--- config.mk ---
export PLATFORM = sky130hd
export DESIGN_NAME = irqc_top
export DESIGN_NICKNAME = d
export VERILOG_FILES = /design/src/rtl/irqc_pkg.sv /design/src/rtl/irqc_rst_sync.sv /design/src/rtl/irqc_capture.sv /design/src/rtl/irqc_prio.sv /design/src/rtl/irqc_regs.sv /design/src/rtl/irqc_top.sv
export SDC_FILE = /design/constraint.sdc
export NUM_CORES = 1
export LEC_CHECK = 0
export BUFFER_PORTS_ARGS = -buffer_cell sky130_fd_sc_hd__buf_4
export CORE_ASPECT_RATIO = 2
export CORE_MARGIN = 1.5
export CORE_UTILIZATION = 50
export CTS_CLUSTER_SIZE = 28
export DETAILED_ROUTE_END_ITERATION = 10
export PLACE_DENSITY = 0.85
export SLEW_MARGIN = 5
export SYNTH_ARGS = -nofsm -noshare
export SYNTH_HDL_FRONTEND = slang
export SYNTH_SLANG_ARGS = --single-unit
--- constraint.sdc ---
create_clock -name clk -period 2.7 [get_ports clk]
set_input_delay 0.81 -clock clk [delete_from_list [all_inputs] [get_ports clk]]
set_output_delay 0.81 -clock clk [all_outputs]
set_load 0.01 [all_outputs]
--- src/rtl/irqc_pkg.sv ---
package irqc_pkg;
  localparam int DATA_W = 32;

  typedef enum logic [2:0] {
    REG_STAT   = 3'd0,
    REG_PEND   = 3'd1,
    REG_EN     = 3'd2,
    REG_ACK    = 3'd3,
    REG_SETEN  = 3'd4,
    REG_CLREN  = 3'd5,
    REG_VEC    = 3'd6,
    REG_MASTER = 3'd7
  } reg_sel_e;
endpackage

--- src/rtl/irqc_rst_sync.sv ---
module irqc_rst_sync (
  input  logic clk,
  input  logic arst_n_i,
  output logic rst_n_o
);
  logic [1:0] sync_q;

  always_ff @(posedge clk or negedge arst_n_i) begin
    if (!arst_n_i) sync_q <= 2'b00;
    else           sync_q <= {sync_q[0], 1'b1};
  end

  assign rst_n_o = sync_q[1];
endmodule

--- src/rtl/irqc_capture.sv ---
module irqc_capture #(
  parameter int            N_IN     = 32,
  parameter logic [31:0]   EDGE_CFG = 32'h0
) (
  input  logic            clk,
  input  logic            rst_n,
  input  logic [N_IN-1:0] line_i,
  input  logic [N_IN-1:0] ack_i,
  output logic [N_IN-1:0] status_o
);
  logic [N_IN-1:0] prev_q;
  logic [N_IN-1:0] status_q;
  logic [N_IN-1:0] status_d;
  logic [N_IN-1:0] set_evt;
  logic            status_ce;
  logic            prev_ce;

  for (genvar i = 0; i < N_IN; i++) begin : g_sense
    if (EDGE_CFG[i]) begin : g_edge
      assign set_evt[i] = line_i[i] & ~prev_q[i];
    end else begin : g_level
      assign set_evt[i] = line_i[i];
      AST_LEVEL_SETS: assert property (@(posedge clk) disable iff (!rst_n)
        line_i[i] |=> status_q[i]);
    end
  end

  always_comb begin
    status_d  = (status_q & ~ack_i) | set_evt;
    status_ce = (status_d != status_q);
    prev_ce   = (prev_q != line_i);
  end

  always_ff @(posedge clk or negedge rst_n) begin
    if (!rst_n) begin
      status_q <= '0;
      prev_q   <= '0;
    end else begin
      if (status_ce) status_q <= status_d;
      if (prev_ce)   prev_q   <= line_i;
    end
  end

  assign status_o = status_q;

  AST_STATUS_STICKY: assert property (@(posedge clk) disable iff (!rst_n)
    1'b1 |=> ((status_q & $past(status_q & ~ack_i)) == $past(status_q & ~ack_i)));
endmodule

--- src/rtl/irqc_prio.sv ---
module irqc_prio #(
  parameter int N_IN  = 32,
  parameter int IDX_W = 5
) (
  input  logic             clk,
  input  logic             rst_n,
  input  logic [N_IN-1:0]  pend_i,
  output logic [IDX_W-1:0] idx_o,
  output logic             any_o
);
  always_comb begin
    idx_o = '0;
    any_o = 1'b0;
    for (int i = N_IN - 1; i >= 0; i--) begin
      if (pend_i[i]) begin
        idx_o = IDX_W'(i);
        any_o = 1'b1;
      end
    end
  end

  AST_VEC_EMPTY: assert property (@(posedge clk) disable iff (!rst_n)
    (pend_i == '0) |-> !any_o);
  AST_VEC_HIT: assert property (@(posedge clk) disable iff (!rst_n)
    any_o |-> pend_i[idx_o]);
  AST_VEC_LOWEST: assert property (@(posedge clk) disable iff (!rst_n)
    any_o |-> ((pend_i & ((N_IN'(1) << idx_o) - N_IN'(1))) == '0));
endmodule

--- src/rtl/irqc_regs.sv ---
module irqc_regs
  import irqc_pkg::*;
#(
  parameter int N_IN   = 32,
  parameter int ADDR_W = 8,
  parameter int IDX_W  = 5
) (
  input  logic              clk,
  input  logic              rst_n,
  input  logic              wr_i,
  input  logic              rd_i,
  input  logic [ADDR_W-1:0] addr_i,
  input  logic [DATA_W-1:0] wdata_i,
  input  logic [N_IN-1:0]   status_i,
  input  logic [N_IN-1:0]   pend_i,
  input  logic [IDX_W-1:0]  vec_idx_i,
  input  logic              vec_any_i,
  output logic [N_IN-1:0]   enable_o,
  output logic [N_IN-1:0]   ack_o,
  output logic              me_o,
  output logic              hie_o,
  output logic [DATA_W-1:0] rdata_o
);
  logic              hi_zero;
  reg_sel_e          sel;
  logic              wr_hit;
  logic              rd_hit;
  logic [N_IN-1:0]   wbits;
  logic [N_IN-1:0]   en_q;
  logic [N_IN-1:0]   en_d;
  logic              en_ce;
  logic [1:0]        mst_q;
  logic [1:0]        mst_d;
  logic              mst_ce;
  logic [DATA_W-1:0] rdata_q;
  logic [DATA_W-1:0] rdata_d;
  logic              rdata_ce;
  logic              set_we;
  logic              clr_we;

  if (ADDR_W > 5) begin : g_hi_dec
    assign hi_zero = ~|addr_i[ADDR_W-1:5];
  end else begin : g_no_hi
    assign hi_zero = 1'b1;
  end

  function automatic logic [DATA_W-1:0] widen(input logic [N_IN-1:0] v);
    logic [DATA_W-1:0] w;
    w = '0;
    w[N_IN-1:0] = v;
    return w;
  endfunction

  always_comb begin
    sel    = reg_sel_e'(addr_i[4:2]);
    wr_hit = wr_i & hi_zero;
    rd_hit = rd_i & hi_zero;
    wbits  = wdata_i[N_IN-1:0];
    set_we = wr_hit && (sel == REG_SETEN);
    clr_we = wr_hit && (sel == REG_CLREN);
    ack_o  = (wr_hit && (sel == REG_ACK)) ? wbits : '0;
  end

  always_comb begin
    en_d  = en_q;
    en_ce = 1'b0;
    if (wr_hit) begin
      unique case (sel)
        REG_EN:    begin en_d = wbits;          en_ce = 1'b1; end
        REG_SETEN: begin en_d = en_q | wbits;   en_ce = 1'b1; end
        REG_CLREN: begin en_d = en_q & ~wbits;  en_ce = 1'b1; end
        default:   begin en_d = en_q;           en_ce = 1'b0; end
      endcase
    end
  end

  always_comb begin
    mst_d  = wdata_i[1:0];
    mst_ce = wr_hit && (sel == REG_MASTER);
  end

  always_comb begin
    rdata_ce = rd_i;
    rdata_d  = '0;
    if (rd_hit) begin
      unique case (sel)
        REG_STAT:   rdata_d = widen(status_i);
        REG_PEND:   rdata_d = widen(pend_i);
        REG_EN:     rdata_d = widen(en_q);
        REG_VEC:    rdata_d = vec_any_i ? DATA_W'(vec_idx_i) : '1;
        REG_MASTER: rdata_d = {{(DATA_W-2){1'b0}}, mst_q};
        default:    rdata_d = '0;
      endcase
    end
  end

  always_ff @(posedge clk or negedge rst_n) begin
    if (!rst_n) begin
      en_q    <= '0;
      mst_q   <= 2'b00;
      rdata_q <= '0;
    end else begin
      if (en_ce)    en_q    <= en_d;
      if (mst_ce)   mst_q   <= mst_d;
      if (rdata_ce) rdata_q <= rdata_d;
    end
  end

  assign enable_o = en_q;
  assign me_o     = mst_q[0];
  assign hie_o    = mst_q[1];
  assign rdata_o  = rdata_q;

  AST_SET_EN: assert property (@(posedge clk) disable iff (!rst_n)
    set_we |=> ((en_q & $past(wbits)) == $past(wbits)));
  AST_CLR_EN: assert property (@(posedge clk) disable iff (!rst_n)
    clr_we |=> ((en_q & $past(wbits)) == '0));
  AST_MASTER_WR: assert property (@(posedge clk) disable iff (!rst_n)
    mst_ce |=> ({hie_o, me_o} == $past(wdata_i[1:0])));
  AST_RDATA_HOLD: assert property (@(posedge clk) disable iff (!rst_n)
    !rd_i |=> $stable(rdata_o));
endmodule

--- src/rtl/irqc_top.sv ---
module irqc_top
  import irqc_pkg::*;
#(
  parameter int          N_IN      = 32,
  parameter int          ADDR_W    = 8,
  parameter logic [31:0] EDGE_MASK = 32'h0000_0000
) (
  input  logic              clk,
  input  logic              rst_n_i,
  input  logic [N_IN-1:0]   irq_lines_i,
  input  logic              bus_wr_i,
  input  logic              bus_rd_i,
  input  logic [ADDR_W-1:0] bus_addr_i,
  input  logic [31:0]       bus_wdata_i,
  output logic [31:0]       bus_rdata_o,
  output logic              irq_o
);
  localparam int IDX_W = (N_IN > 1) ? $clog2(N_IN) : 1;

  logic              rst_n;
  logic [N_IN-1:0]   status;
  logic [N_IN-1:0]   enable;
  logic [N_IN-1:0]   ack;
  logic [N_IN-1:0]   pend;
  logic [IDX_W-1:0]  vec_idx;
  logic              vec_any;
  logic              me;
  logic              hie;

  irqc_rst_sync u_rst (
    .clk      (clk),
    .arst_n_i (rst_n_i),
    .rst_n_o  (rst_n)
  );

  irqc_capture #(.N_IN(N_IN), .EDGE_CFG(EDGE_MASK)) u_cap (
    .clk      (clk),
    .rst_n    (rst_n),
    .line_i   (irq_lines_i),
    .ack_i    (ack),
    .status_o (status)
  );

  assign pend = status & enable;

  irqc_prio #(.N_IN(N_IN), .IDX_W(IDX_W)) u_prio (
    .clk    (clk),
    .rst_n  (rst_n),
    .pend_i (pend),
    .idx_o  (vec_idx),
    .any_o  (vec_any)
  );

  irqc_regs #(.N_IN(N_IN), .ADDR_W(ADDR_W), .IDX_W(IDX_W)) u_regs (
    .clk       (clk),
    .rst_n     (rst_n),
    .wr_i      (bus_wr_i),
    .rd_i      (bus_rd_i),
    .addr_i    (bus_addr_i),
    .wdata_i   (bus_wdata_i),
    .status_i  (status),
    .pend_i    (pend),
    .vec_idx_i (vec_idx),
    .vec_any_i (vec_any),
    .enable_o  (enable),
    .ack_o     (ack),
    .me_o      (me),
    .hie_o     (hie),
    .rdata_o   (bus_rdata_o)
  );

  assign irq_o = vec_any & me & hie;

  AST_IRQ_NEEDS_MASTER: assert property (@(posedge clk) disable iff (!rst_n)
    irq_o |-> (me && hie));
  AST_IRQ_ENABLED_SRC: assert property (@(posedge clk) disable iff (!rst_n)
    irq_o |-> ((status & enable) != '0));
  AST_ENABLE_ZERO_MASKS: assert property (@(posedge clk) disable iff (!rst_n)
    (enable == '0) |-> !irq_o);
endmodule

## Yosys cells after proc, flatten, opt, wreduce, memory -nomap -nowiden

Index checks and enable logic that the tools add are counted.

| operators by class | value |
|---|---|
| equal/unequal tests | 8 |
| muxes and demuxes | 71 |
| bitwise gates (word level) | 11 |
| reductions and logical operators | 8 |

Operator list:

| cell | number |
|---|---|
| $mux W5 | 32 |
| $pmux W32 S5 | 1 |
| $and A32 B32 Y32 | 3 |
| $mux W32 | 3 |
| $pmux W32 S3 | 1 |
| $not A32 Y32 | 2 |
| $or A32 B32 Y32 | 2 |
| $mux W1 | 34 |
| $ne A32 B32 Y1 | 1 |
| $eq A3 B3 Y1 const B | 4 |
| $eq A3 B2 Y1 const B | 2 |
| $reduce_or A3 Y1 | 2 |
| $and A1 B1 Y1 | 4 |
| $eq A3 B1 Y1 const B | 1 |
| $logic_not A3 Y1 | 1 |
| $reduce_and A3 Y1 | 1 |
| $reduce_bool A3 Y1 | 1 |
| $logic_and A1 B1 Y1 | 2 |
| $logic_not A1 Y1 | 1 |

| word-level totals | value |
|---|---|
| register bits after elaboration | 100 |
| word-level logic and storage cells | 103 |

## Longest topological paths before layout

| depth | value |
|---|---|
| depth in word-level cells | 36 |
| depth in mapped cells | 8 |
| mapped depth without buffers | 6 |

## Hierarchy

A second synthesis with hierarchy kept.

| second synthesis, totals | value |
|---|---|
| cell total of the unflattened synthesis | 737 |
| area total of the unflattened synthesis | 6610.1 um^2 |

By module, submodules not included:

| module | cells each | area each (um^2) | times used |
|---|---|---|---|
| irqc_regs | 540 | 4818.4 | 1 |
| irqc_capture | 96 | 1161.1 | 1 |
| irqc_prio | 65 | 370.4 | 1 |
| irqc_top | 33 | 206.4 | 1 |
| irqc_rst_sync | 3 | 53.8 | 1 |

## Least setup slack after synthesis

OpenSTA, ideal clock, no wires.

| timing path | value |
|---|---|
| path kind | input port to flip-flop |
| start | input port bus_addr_i[6] |
| end | register u_regs.en_q[19] (netlist: u_regs.enable_o[19]) |
| buffers on the path | 2 |
| stages on the path | 7 |
| arrival time | 2.030 ns |
| path slack | 0.549 ns |
| cells stage by stage | nor3_1 nand2_1 a21oi_1 buf_2 clkbuf_1 o21ai_0 a22o_1 |

| on the way | value |
|---|---|
| cells in the longest elaborated chain, start to end | 5 |

RTL lines:

| what | RTL line | source |
|---|---|---|
| from (decl) | irqc_top.sv:13 | `input logic [ADDR_W-1:0] bus_addr_i,` |
| $reduce_or A3 Y1 (*) | irqc_regs.sv:42 | `assign hi_zero = ~\|addr_i[ADDR_W-1:5];` |
| $logic_not A1 Y1 (*) | irqc_regs.sv:42 |  |
| $and A1 B1 Y1 (*) | irqc_regs.sv:56 | `wr_hit = wr_i & hi_zero;` |
| $mux W1 | irqc_regs.sv:67 | `if (wr_hit) begin` |
| $reduce_and A3 Y1 (no source line) (*) | n/a |  |
| to (signal assigned) | irqc_regs.sv:103 | `if (en_ce) en_q <= en_d;` |
| to (decl) | irqc_regs.sv:29 | `logic [N_IN-1:0] en_q;` |

Mark *: on every way between the ends. The rest lies on a longest branch, timed or not.
A chain may end at the register's enable or synchronous reset.

## Final worst setup path

| timing path | value |
|---|---|
| start | register u_cap.status_q[24] (netlist: u_cap.status_o[24]) |
| end | output port irq_o |

| on the way | value |
|---|---|
| cells in the longest elaborated chain, start to end | 28 |

RTL lines:

| what | RTL line | source |
|---|---|---|
| from (decl) | irqc_capture.sv:12 | `logic [N_IN-1:0] status_q;` |
| from (signal assigned) | irqc_capture.sv:39 | `if (status_ce) status_q <= status_d;` |
| $and A32 B32 Y32 | irqc_top.sv:44 | `assign pend = status & enable;` |
| $mux W1 (25 in series) | irqc_prio.sv:15 | `if (pend_i[i]) begin` |
| $and A1 B1 Y1 (2 in series) | irqc_top.sv:72 | `assign irq_o = vec_any & me & hie;` |
| to (decl) | irqc_top.sv:16 | `output logic irq_o` |

Every way passes these cells.

==> results.md <==
* Status: finished, violations left
* Violated checks: negative setup slack
* Slew HR at 51.0%
* Critical path required time at 1890 ps
* Clock root buffer: clkbuf_16
* Worst Setup End Kind: output port
* Leakage at 0.00289 uW
* Post-synth EDFFs at 0
* CTS tree: built
* Minimum clock period at 2780 ps
* Post-route setup slack at -77.0 ps
* Hold buffer count at CTS at 0
* Critical path data arrival time at 1970 ps
* Power per cell area at 633 nW/um^2
* Top FF cell, synth: dfrtp_1
* Synth cell types at 42
* Die area at 11200 um^2
* Slew Viols, Final at 0
* Mapped Cells at 601
* Core box area at 10100 um^2
* Vias in the first global route at 5410
* Total of max-cap violations at 0
* Post-route cell area at 6850 um^2
* Max Root-Sink Buffers at 2
* Delay of the slowest critical-path stage at 470 ps
* Final Cycle Share at 103%
* DPL Wire Length at 11200 um
* Clock latency on the worst-skew pair at 350 ps
* Pre-CTS setup slack at 190 ps
* CTS H-tree depth at 3
* Hold Violations, Final at 0
* Die Y at 148 um
* Fin util at 67.5%
* Setup Skew at 8.98 ps
* Layout cell share with drive strength beyond 1 at 25.0%
* Total gr overflow at 0
* Seq/Total Area, Yosys at 47.7%
* Class of the most critical setup path: reg -> out
* GRT Total Usage at 31.0%
* Routed Wire Length at 16400 um
* DR vias/cell at 6.32
* Largest net degree at the start of global routing at 54
* Critical Path Start Type: register
* IO buf count at 106
* CP max FO at 6
* VDD IR max at 0.000467 V
* CP Cell Sequence: a22oi_2 -> nand4b_1 -> nor4_4 -> a41oi_2 -> buf_4
* Gpl congestion at 0.902
* TritonCTS buffer count at 9
* Worst Hold Class: in -> async
* Drt first pass iters at 7
* Critical path's top delay family: simple AND/OR/NAND/NOR gates
* Post-route ant nets at 0
* Mapped Avg Cell Area at 8.74 um^2
* Initial Util at 51.7%
* Initial antenna violation count at 0
* WL/cell at 19.0 um
* #FFs+latches synth at 100
* FP Rows at 52
* Ys Warns at 0
* Via count at 5454
* Fmax at 0.360 GHz
* Starting DRC count in detailed routing at 739
* Buf/Inv on CP at 1
* DP Area at 6330 um^2
* Nets@finish at 799
* First-pass GRT wire length at 26400 um
* Least-Margin Pin Slew at 735 ps
* Area Growth Syn to Fin at 30.4%
* Die Wd at 75.5 um
* I/O pin count at 109
* Worst path slowest cell: dfrtp_1
* Mapped Area at 5250 um^2
* Antenna diodes at 0
* CTS sink cnt at 100
* Async set-reset flop share out of synthesis at 100%
* Post-Synthesis Net Count at 677
* RSZ-0062 raised after global routing: yes
* Worst-path clk slew at 70 ps
* Final setup vio count at 1
* Remaining DRCs at 0
## sequential cells by signal, summed over array words and instances, names as in the netlist
signal	count
u_regs.rdata_o	32
u_regs.enable_o	32
u_rst.sync_q	2
u_regs.mst_q	2
u_cap.status_o	32
## synthesized netlist by cell type, drive strengths merged, types with 2 or more instances
master   count  area, um^2
o2111ai      2        17.5
o21ai      107         536
dfrtp      100        2500
inv         33         124
nor2b       31         194
nand2b       6        37.5
a21boi       2        15.0
a21o        34         255
a22o        31         272
a22oi       15         113
nand3        6        30.0
buf         12        72.6
a32oi        8        70.1
o22ai        8        50.1
and2         3        18.8
nand4        3        25.0
nand2       91         344
a41oi        2        17.5
a21oi       47         235
nor3         3        15.0
nor2        17        63.8
a32o         3        30.0
clkbuf      22        85.1
## power by group
part	total (uW)	switching [uW]	internal [uW]	leakage [uW]
logic	887	461	426	0.00152
registers	1790	165	1620	0.00118
clock network	1660	567	1090	0.000186
total	4330	1190	3140	0.00289
## through the flow
step	TNS [ps]	total power [uW]	instances	hold slack, ps
finish	-77.0	4330	863	225
global route	-113	4490	863	219
CTS	-39.8	4300	863	224
detailed placement	0	2590	841	336
global placement	0	2560	841	338
floorplan	0	2260	601	331
## area by class of cell
class | instances | area [um^2]
Clock buffer | 9 | 225
Clock inverter | 7 | 163
Fill cell | 818 | 3300
Inverter | 33 | 124
Multi-Input combinational cell | 434 | 2560
Sequential cell | 100 | 2510
Tap cell | 135 | 169
Timing Repair Buffer | 145 | 1100
## logic make-up after synthesis
logic type / count (synthesis) / synth area share [%]
AOI/OAI and AO/OA: 266 / 31.7
buffers and inverters: 67 / 5.36
DFF: 100 / 47.7
muxes: 1 / 0.214
other: 1 / 0.0714
and+or+nand+nor: 166 / 14.9
## placed cells by master, fill, tap and decap left out, drive strengths merged, types with 2 or more instances in the layout
cell | synthesis | final
a21boi | 2 | 2
a21o | 34 | 34
a21oi | 47 | 47
a22o | 31 | 31
a22oi | 15 | 15
a32o | 3 | 3
a32oi | 8 | 8
a41oi | 2 | 2
and2 | 3 | 3
buf | 12 | 145
bufinv | 0 | 5
clkbuf | 22 | 9
dfrtp | 100 | 100
inv | 33 | 33
nand2 | 91 | 91
nand2b | 6 | 6
nand3 | 6 | 6
nand4 | 3 | 3
nor2 | 17 | 17
nor2b | 31 | 31
nor3 | 3 | 3
o2111ai | 2 | 2
o21ai | 107 | 107
o22ai | 8 | 8
## path summary, 6_finish.rpt
kind | start | end | slack [ps] | cells after the start
max in group asynchronous | u_rst.sync_q[1]$_DFF_PN0_ | u_regs.rdata_o[15]$_DFFE_PN0P_ | 1620 | 1
max | u_cap.status_o[24]$_DFFE_PN0P_ | irq_o | -80 | 5
min in group clk | u_rst.sync_q[0]$_DFF_PN0_ | u_rst.sync_q[1]$_DFF_PN0_ | 360 | 0
min reg2reg | u_rst.sync_q[0]$_DFF_PN0_ | u_rst.sync_q[1]$_DFF_PN0_ | 360 | 0
min | rst_n_i | u_rst.sync_q[1]$_DFF_PN0_ | 230 | 1
max reg2reg | u_cap.status_o[24]$_DFFE_PN0P_ | u_regs.rdata_o[28]$_DFFE_PN0P_ | 620 | 7
## metal layers
metal | global-route usage [%] | wire [um] | up-vias
li1 | - | - | 2384
met5 | 0 | 0 | -
met2 | 51.8 | 8640 | 365
met3 | 5.11 | 1180 | 94
met4 | 17.7 | 947 | 0
met1 | 36.3 | 5610 | 2611
## repair_timing
item | CTS | global route
resized for setup | 13 | 1
hold endpoints to repair | 0 | 0
pin swaps | 5 | 1
setup buffers | 6 | 0
endpoints found under the setup margin | 1 | 1
(Power assumes the default switching activity.)
